$ cat src/rtl/pst_pkg.sv
package pst_pkg;
  localparam int PH_W     = 9;
  localparam int PH_LIMIT = 359;
  localparam int DEG_FULL = 360;
  typedef logic [PH_W-1:0] phase_t;
endpackage

$ cat src/rtl/pst_master_src.sv
module pst_master_src #(
  parameter int TW = 16
) (
  input  logic          clk,
  input  logic          rst_n,
  input  logic          ext_clk_i,
  input  logic          int_mode_i,
  input  logic [TW-1:0] period_cfg_i,
  output logic          rise_o
);
  logic [1:0]    sync_q;
  logic [TW-1:0] icnt_q;
  logic          tick_q;
  logic          mst_q;
  logic          mst;
  logic          tick_due;

  assign tick_due = ({1'b0, icnt_q} + (TW+1)'(1)) >= {1'b0, period_cfg_i};
  assign mst      = int_mode_i ? tick_q : sync_q[1];
  assign rise_o   = mst & ~mst_q;

  always_ff @(posedge clk or negedge rst_n) begin
    if (!rst_n) begin
      sync_q <= '0;
      icnt_q <= '0;
      tick_q <= 1'b0;
      mst_q  <= 1'b0;
    end else begin
      sync_q <= {sync_q[0], ext_clk_i};
      mst_q  <= mst;
      if (tick_due) begin
        icnt_q <= '0;
        tick_q <= 1'b1;
      end else begin
        icnt_q <= icnt_q + TW'(1);
        tick_q <= 1'b0;
      end
    end
  end
endmodule

$ cat src/rtl/pst_phase_map.sv
module pst_phase_map #(
  parameter int SW = 8,
  parameter int GW = 8
) (
  input  logic [SW-1:0]         setpt_i,
  input  logic signed [GW-1:0]  gain_i,
  input  pst_pkg::phase_t       ph_min_i,
  input  pst_pkg::phase_t       ph_max_i,
  output pst_pkg::phase_t       phase_o
);
  import pst_pkg::*;
  localparam int MW = SW + GW + PH_W + 2;

  phase_t              min_c, max_c;
  logic signed [GW:0]  g_in, g_eff;
  logic signed [MW-1:0] sp_s, g_s, min_s, max_s, mapped, lo_s, hi_s, clamped;

  assign min_c = (ph_min_i > phase_t'(PH_LIMIT)) ? phase_t'(PH_LIMIT) : ph_min_i;
  assign max_c = (ph_max_i > phase_t'(PH_LIMIT)) ? phase_t'(PH_LIMIT) : ph_max_i;
  assign g_in  = {gain_i[GW-1], gain_i};

  always_comb begin
    g_eff = g_in;
    if ((max_c > min_c) && (g_in < 0))      g_eff = -g_in;
    else if ((max_c < min_c) && (g_in > 0)) g_eff = -g_in;
  end

  assign sp_s   = {{(MW-SW){1'b0}}, setpt_i};
  assign g_s    = {{(MW-GW-1){g_eff[GW]}}, g_eff};
  assign min_s  = {{(MW-PH_W){1'b0}}, min_c};
  assign max_s  = {{(MW-PH_W){1'b0}}, max_c};
  assign mapped = sp_s * g_s + min_s;
  assign lo_s   = (g_eff >= 0) ? min_s : max_s;
  assign hi_s   = (g_eff >= 0) ? max_s : min_s;

  always_comb begin
    clamped = mapped;
    if (clamped < lo_s) clamped = lo_s;
    if (clamped > hi_s) clamped = hi_s;
  end

  assign phase_o = clamped[PH_W-1:0];
endmodule

$ cat src/rtl/pst_delay_chan.sv
module pst_delay_chan #(
  parameter int TW = 16,
  parameter int CW = 16
) (
  input  logic            clk,
  input  logic            rst_n,
  input  logic            rise_i,
  input  pst_pkg::phase_t phase_i,
  input  logic [TW-1:0]   period_i,
  input  logic [TW-1:0]   timer_i,
  output logic            trig_o,
  output logic [CW-1:0]   cnt_o
);
  import pst_pkg::*;
  localparam int XW = TW + PH_W;

  phase_t        phase_q;
  logic          armed_q;
  logic [CW-1:0] cnt_q;
  logic [XW-1:0] prod, delay;
  logic          fire;

  assign prod  = {{PH_W{1'b0}}, period_i} * {{TW{1'b0}}, phase_q};
  assign delay = prod / XW'(DEG_FULL);
  assign fire  = armed_q && ({{PH_W{1'b0}}, timer_i} >= delay);

  always_ff @(posedge clk or negedge rst_n) begin
    if (!rst_n) begin
      phase_q <= '0;
      armed_q <= 1'b0;
      cnt_q   <= '0;
    end else begin
      if (rise_i) phase_q <= phase_i;
      if (rise_i)    armed_q <= 1'b1;
      else if (fire) armed_q <= 1'b0;
      if (fire) cnt_q <= cnt_q + CW'(1);
    end
  end

  assign trig_o = fire;
  assign cnt_o  = cnt_q;
endmodule

$ cat src/rtl/pst_trigger_ctrl.sv
module pst_trigger_ctrl #(
  parameter int TW   = 16,
  parameter int SW   = 8,
  parameter int GW   = 8,
  parameter int CW   = 16,
  parameter int NDLY = 3
) (
  input  logic                      clk,
  input  logic                      rst_n,
  input  logic                      ext_clk_i,
  input  logic                      int_mode_i,
  input  logic [TW-1:0]             period_cfg_i,
  input  logic [NDLY-1:0][SW-1:0]   setpt_i,
  input  logic signed [GW-1:0]      gain_i,
  input  logic [8:0]                ph_min_i,
  input  logic [8:0]                ph_max_i,
  output logic                      ref_trig_o,
  output logic [NDLY-1:0]           dly_trig_o,
  output logic [NDLY:0][CW-1:0]     trig_cnt_o
);
  import pst_pkg::*;

  logic                       rise;
  logic [TW-1:0]              timer_q, period_q;
  logic                       ref_q;
  logic [CW-1:0]              ref_cnt_q;
  logic [NDLY-1:0][PH_W-1:0]  map_ph;

  pst_master_src #(.TW(TW)) u_src (
    .clk(clk), .rst_n(rst_n), .ext_clk_i(ext_clk_i),
    .int_mode_i(int_mode_i), .period_cfg_i(period_cfg_i), .rise_o(rise)
  );

  always_ff @(posedge clk or negedge rst_n) begin
    if (!rst_n) begin
      timer_q   <= '0;
      period_q  <= '0;
      ref_q     <= 1'b0;
      ref_cnt_q <= '0;
    end else begin
      ref_q <= rise;
      if (rise) begin
        period_q <= (timer_q == '1) ? timer_q : timer_q + TW'(1);
        timer_q  <= '0;
      end else if (timer_q != '1) begin
        timer_q  <= timer_q + TW'(1);
      end
      if (ref_q) ref_cnt_q <= ref_cnt_q + CW'(1);
    end
  end

  assign ref_trig_o    = ref_q;
  assign trig_cnt_o[0] = ref_cnt_q;

  for (genvar k = 0; k < NDLY; k++) begin : g_chan
    pst_phase_map #(.SW(SW), .GW(GW)) u_map (
      .setpt_i(setpt_i[k]), .gain_i(gain_i),
      .ph_min_i(ph_min_i), .ph_max_i(ph_max_i), .phase_o(map_ph[k])
    );
    pst_delay_chan #(.TW(TW), .CW(CW)) u_chan (
      .clk(clk), .rst_n(rst_n), .rise_i(rise), .phase_i(map_ph[k]),
      .period_i(period_q), .timer_i(timer_q),
      .trig_o(dly_trig_o[k]), .cnt_o(trig_cnt_o[k+1])
    );
  end
endmodule

$ cat config.mk
export PLATFORM = sky130hd
export DESIGN_NAME = pst_trigger_ctrl
export DESIGN_NICKNAME = d
export VERILOG_FILES = /design/src/rtl/pst_pkg.sv /design/src/rtl/pst_master_src.sv /design/src/rtl/pst_phase_map.sv /design/src/rtl/pst_delay_chan.sv /design/src/rtl/pst_trigger_ctrl.sv
export SDC_FILE = /design/constraint.sdc
export NUM_CORES = 2
export LEC_CHECK = 0
export CORE_MARGIN = 2
export CORE_UTILIZATION = 62
export CTS_CLUSTER_DIAMETER = 30
export CTS_CLUSTER_SIZE = 12
export DETAILED_ROUTE_END_ITERATION = 10
export PLACE_DENSITY = 0.8
export SLEW_MARGIN = 40
export SYNTH_ARGS = -nofsm -noshare
export SYNTH_HDL_FRONTEND = slang
export SYNTH_SLANG_ARGS = --single-unit
$ cat constraint.sdc
create_clock -name clk -period 31.8 [get_ports clk]
set_input_delay 9.54 -clock clk [delete_from_list [all_inputs] [get_ports clk]]
set_output_delay 9.54 -clock clk [all_outputs]
set_load 0.02 [all_outputs]
## Word level (Yosys, flattened, before mapping)

Cells that the tools add are included.

| cells by class | value |
|---|---|
| add/subtract/negate cells | 11 |
| muxes and demuxes | 24 |
| $mul | 6 |
| divide/modulo/power cells | 3 |
| equality and inequality tests | 2 |
| reductions and logical operators | 9 |
| $lt $le $gt $ge | 17 |
| bitwise operators | 2 |

Operators with widths:

| kind | count |
|---|---|
| adder 16 x 1 -> 16 bit (second input constant) | 6 |
| adder 27 x 10 -> 27 bit | 3 |
| greater-than comparator 27 x 10 -> 1 bit | 3 |
| two-way mux 27 bit | 3 |
| two-way mux 9 bit | 9 |
| divider 25 x 9 -> 25 bit (second input constant) | 3 |
| greater-or-equal comparator 16 x 25 -> 1 bit | 3 |
| multiplier 16 x 9 -> 25 bit | 3 |
| two-way mux 16 bit | 4 |
| less-than comparator 27 bit | 2 |
| multiplier 9 x 9 -> 18 bit | 3 |
| less-than comparator 27 x 10 -> 1 bit | 1 |
| greater-than comparator 9 bit (second input constant) | 2 |
| adder 16 x 1 -> 17 bit (second input constant) | 1 |
| greater-or-equal comparator 17 x 16 -> 1 bit | 1 |
| == test 16 bit (second input constant) | 1 |
| != test 16 bit (second input constant) | 1 |
| greater-or-equal comparator 9 x 1 -> 1 bit (second input constant) | 1 |
| greater-than comparator 9 bit | 1 |
| less-than comparator 9 bit | 1 |
| negation 8 -> 9 bit | 1 |
| greater-than comparator 8 x 1 -> 1 bit (second input constant) | 1 |
| less-than comparator 8 x 1 -> 1 bit (second input constant) | 1 |
| two-way mux 1 bit | 8 |
| 4 further kinds | 11 |

| storage, ports and cells | value |
|---|---|
| input bits | 70 |
| logic and storage cells | 91 |
| register bits after elaboration | 147 |
| output and inout bits | 68 |

## Longest topological paths before layout

| logic depth | value |
|---|---|
| depth in word-level cells | 12 |
| depth in mapped cells | 107 |
| depth with buffers taken out | 98 |

## Cells and area by module

From an unflattened synthesis, not the netlist that was laid out.

| second synthesis, totals | value |
|---|---|
| cell total of the unflattened synthesis | 6317 |
| area total of the unflattened synthesis | 50692.4 sq um |

Modules (own cells, without submodules):

| module | sequential area each (sq um) | area each (sq um) | instances | cells each |
|---|---|---|---|---|
| pst_phase_map | 0.0 | 4509.3 | 3 | 565 |
| pst_delay_chan (g_chan[0].u_chan) | 650.6 | 11567.3 | 1 | 1469 |
| pst_delay_chan (g_chan[1].u_chan) | 650.6 | 11220.8 | 1 | 1458 |
| pst_delay_chan (g_chan[2].u_chan) | 650.6 | 10769.1 | 1 | 1356 |
| pst_trigger_ctrl | 1226.2 | 2258.4 | 1 | 203 |
| pst_master_src | 500.5 | 1348.8 | 1 | 136 |

## Worst setup path before layout

No wires, ideal clock.

| timing path | value |
|---|---|
| path kind | register to output |
| start point | reg period_q[12] |
| end point | out dly_trig_o[0] |
| path buffers | 10 |
| arrival time | 18.692 ns |
| stages on the path, launching flop included | 93 |
| required time | 22.260 ns |
| slack | 3.568 ns |
| path through | dfrtp_1 clkbuf_1 clkbuf_1 and2_1 fa_1 fa_1 fa_1 inv_1 fa_1 inv_1 ha_1 buf_2 a21oi_2 o21ai_1 nor3_1 mux2_2 a211oi_4 buf_2 [57 not listed] nand2b_1 a21oi_1 nor2b_1 o21ai_0 nand2b_1 a21oi_1 nor2b_1 o21ai_0 nand2b_1 a21oi_1 nor2b_1 o21ai_0 nand2b_1 a21oi_1 nor2b_1 o31ai_1 nor2_1 buf_4 |

| on the way | value |
|---|---|
| longest elaborated chain between the ends | 4 |

Ends and longest elaborated chain:

| element | RTL line | source |
|---|---|---|
| from (decl) | pst_trigger_ctrl.sv:24 | `logic [TW-1:0] timer_q, period_q;` |
| from (signal assigned) | pst_trigger_ctrl.sv:43 | `period_q <= (timer_q == '1) ? timer_q : timer_q + TW'(1);` |
| multiplier 16 x 9 -> 25 bit | pst_delay_chan.sv:23 | `assign prod = {{PH_W{1'b0}}, period_i} * {{TW{1'b0}}, phase_q};` |
| divider 25 x 9 -> 25 bit | pst_delay_chan.sv:24 | `assign delay = prod / XW'(DEG_FULL);` |
| greater-or-equal comparator 16 x 25 -> 1 bit | pst_delay_chan.sv:25 | `assign fire = armed_q && ({{PH_W{1'b0}}, timer_i} >= delay);` |
| logical AND 1 bit | pst_delay_chan.sv:25 |  |
| to (decl) | pst_trigger_ctrl.sv:18 | `output logic [NDLY-1:0] dly_trig_o,` |

No other way between the ends.

## Worst setup path after layout

| timing path | value |
|---|---|
| start point | reg period_q[2] |
| end point | out dly_trig_o[2] |

The elaborated chain is that of the path after synthesis.

==> flow_summary.yaml <==
run_status:
  status: "finished clean"
routing:
  antenna_left: 0
  wl_per_cell_um: 18.0
  drt_iter0_drc: 3709
  vias: 42700
  drc: 0
  vias_per_cell: 6.24
  dr.pass1.iters: 6
  drt_wl_total_um: 123000
clocking:
  cts_tree: "done"
  cts_buffers: 17
  cts-root-buf: "clkbuf_16"
  worst_skew_pair.late_latency_ns: 0.44
  cts_hold_buf: 0
  htreeDepth: 4
  cts_buffer_depth: 2
  cts.sinks: 147
  clk_pin_slew_worst_paths_ns: 0.07
critical_path:
  critical_path_class: "reg2out"
  slowest_stage: "clkdlybuf4s50_1"
  crit_required_ns: 22.26
  slowest_delay_ns: 0.58
  arrival_ns: 21.25
  start_kind: "register"
  worst_setup_path_end_kind: "output port"
  worst-path-max-fanout: 19
yosys:
  synth-seq-cells: 147
  synth.area.top_cells: "fa_1 (18%), ha_1 (12%), dfrtp_1 (7.9%)"
  netlist_instances: 5823
  seq_area_frac_synth: 0.0786
  synthArstFlopShare: 1.00
  synth_edf_count: 0
  ys_types: 188
  synth_top_area_cell: "fa_1"
  synth_area_mm2: 0.0468
  synthFlopType: "dfrtp_1"
  ys_warn_count: 0
  synth_fp_nets: 6778
  avgSynthCellArea_um2: 8.04
  netlist.area_leader.share: 0.183
floorplanning:
  start_util: 0.628
  io_pins: 138
  num_rows: 100
  die_area_mm2: 0.0777
  die_y_um: 279
  fp.dieW_um: 279
  core_mm2: 0.0746
flow_run:
  drv_cap: 0
timing:
  hold_viol: 0
  period_share: 0.968
  finClkSkew_ns: 0.00959
  drv_slew: 0
  timing.slew.headroom: 0.383
  fmax_mhz: 32.5
  fin_hold_ws_ns: 0.363
  worstMarginPinSlew_ns: 0.919
  min_period_ns: 30.79
  setup_viol: 0
global_routing:
  antenna_found_initial: 2
  grt_max_degree: 78
  grt_usage: 0.311
  grt_pass1_vias: 41600
  grt_overflow: 0
  grt_pass1_wl_um: 205000
finish:
  area_growth_pct: 8.19
  num-nets-final: 6819
  drive_gt1_frac: 0.111
  mostFrequentLayoutCell: "nand2_1"
  mostFrequentLayoutCells: "nand2_1 (672), inv_1 (611), ha_1 (453), fa_1 (429), and2_1 (351)"
placement:
  hpwlAfterDp_um: 95600
  gp_congestion: 0.928
  port_buffers: 137
hold_path:
  hold_class: "reg2reg"
## cell usage after synthesis (25+ instances only)
cell      instances
a211oi_1         42
a21o_1           56
a21oi_1         279
a31oi_1          70
and2_1          355
and3_1           53
buf_2            30
clkbuf_1        152
dfrtp_1         147
fa_1            429
ha_1            456
inv_1           611
mux2_2           33
mux2i_1          66
nand2_1         674
nand2b_1         68
nand3_1         145
nand4_1          69
nor2_1          351
nor2b_1          64
nor3_1           91
nor4_1           41
o211ai_1         49
o21a_1           34
o21ai_0         245
o21ai_1          38
o21bai_1         60
or3_1            25
xnor2_1         240
xor2_1           87
## worst max-delay path, delay by kind of cell, from the launching register on
family                     cells  cell delay [ns]
buffers and inverters         11             1.94
xor gates and xnor gates       1             0.30
AOI/OAI and AO/OA             43            10.28
and+or+nand+nor               28             4.74
DFF                            1             0.47
adders and majority gates      7             2.62
muxes                          1             0.40
## state kept, by name, summed over array words and instances, names as in the netlist
name	count
g_chan.u_chan.cnt_o	48
g_chan.u_chan.phase_q	27
period_q	16
ref_cnt_q	16
timer_q	16
u_src.icnt_q	16
g_chan.u_chan.armed_q	3
u_src.sync_q	2
ref_trig_o	1
u_src.mst_q	1
u_src.tick_q	1
## metal layers
metal	wire length [µm]	up-vias	GRT usage	part of all wire
met4	3540	4	0.0908	0.029
met3	7790	233	0.0344	0.063
li1	-	20300	-	-
met1	52600	20800	0.417	0.43
met5	23	-	0	0.00019
met2	59300	1471	0.531	0.48
## timing repair
| action | in CTS | in global routing |
|---|---|---|
| cloned | 0 | 1 |
| resized for setup | 12 | 155 |
| pin swaps | 3 | 24 |
| buffers inserted | 4 | 49 |
| endpoints found under the setup margin | 3 | 3 |
## cells by family after synthesis
logic type | count (synthesis) | synth area share
and+or+nand+nor | 2089 | 0.226
AOI/OAI and AO/OA | 1357 | 0.216
adders and majority gates | 896 | 0.308
buffers and inverters | 875 | 0.0770
xor gates and xnor gates | 348 | 0.0692
DFF | 147 | 0.0786
muxes | 111 | 0.0260
## worst paths after layout
kind                                              from                         end  slack [ns]  cells after the start
min in group asynchronous                        rst_n   g_chan[0].u_chan.cnt_o[9]        9.13                      1
max                                        period_q[2]               dly_trig_o[2]        1.01                     91
min reg2reg                            u_src.sync_q[0]             u_src.sync_q[1]        0.36                      0
max reg2reg                g_chan[0].u_chan.phase_q[8]  g_chan[0].u_chan.cnt_o[13]        9.92                     94
max in group asynchronous                        rst_n                 period_q[3]       21.51                      2
min                                    u_src.sync_q[0]             u_src.sync_q[1]        0.36                      0
## layout make-up
type / instances / area, µm²
Clock buffer: 18 / 439
Inverter: 637 / 2410
Tap cell: 969 / 1210
Multi-Input combinational cell: 4802 / 40300
Sequential cell: 147 / 3710
Timing Repair Buffer: 259 / 2330
Antenna cell: 1 / 2.50
Fill cell: 6054 / 23900
Clock inverter: 14 / 191
## stage by stage
| stage | TNS (ns) | instance area (µm²) | setup slack, ns | utilization | cells |
|---|---|---|---|---|---|
| final | 0 | 50600 | 1.01 | 0.679 | 6847 |
| after global routing | -0.403 | 50600 | -0.208 | 0.679 | 6846 |
| after CTS | 0 | 49500 | 0.00201 | 0.663 | 6796 |
| after detailed placement | -0.102 | 48800 | -0.102 | 0.654 | 6760 |
| after global placement | 0 | 48700 | 0.391 | 0.654 | 6760 |
| after floorplan | 0 | 46800 | 3.57 | - | 5823 |
Power is left out: the tool's default activity adds up to more than one toggle a clock period on the data nets, which glitch-free logic cannot reach.
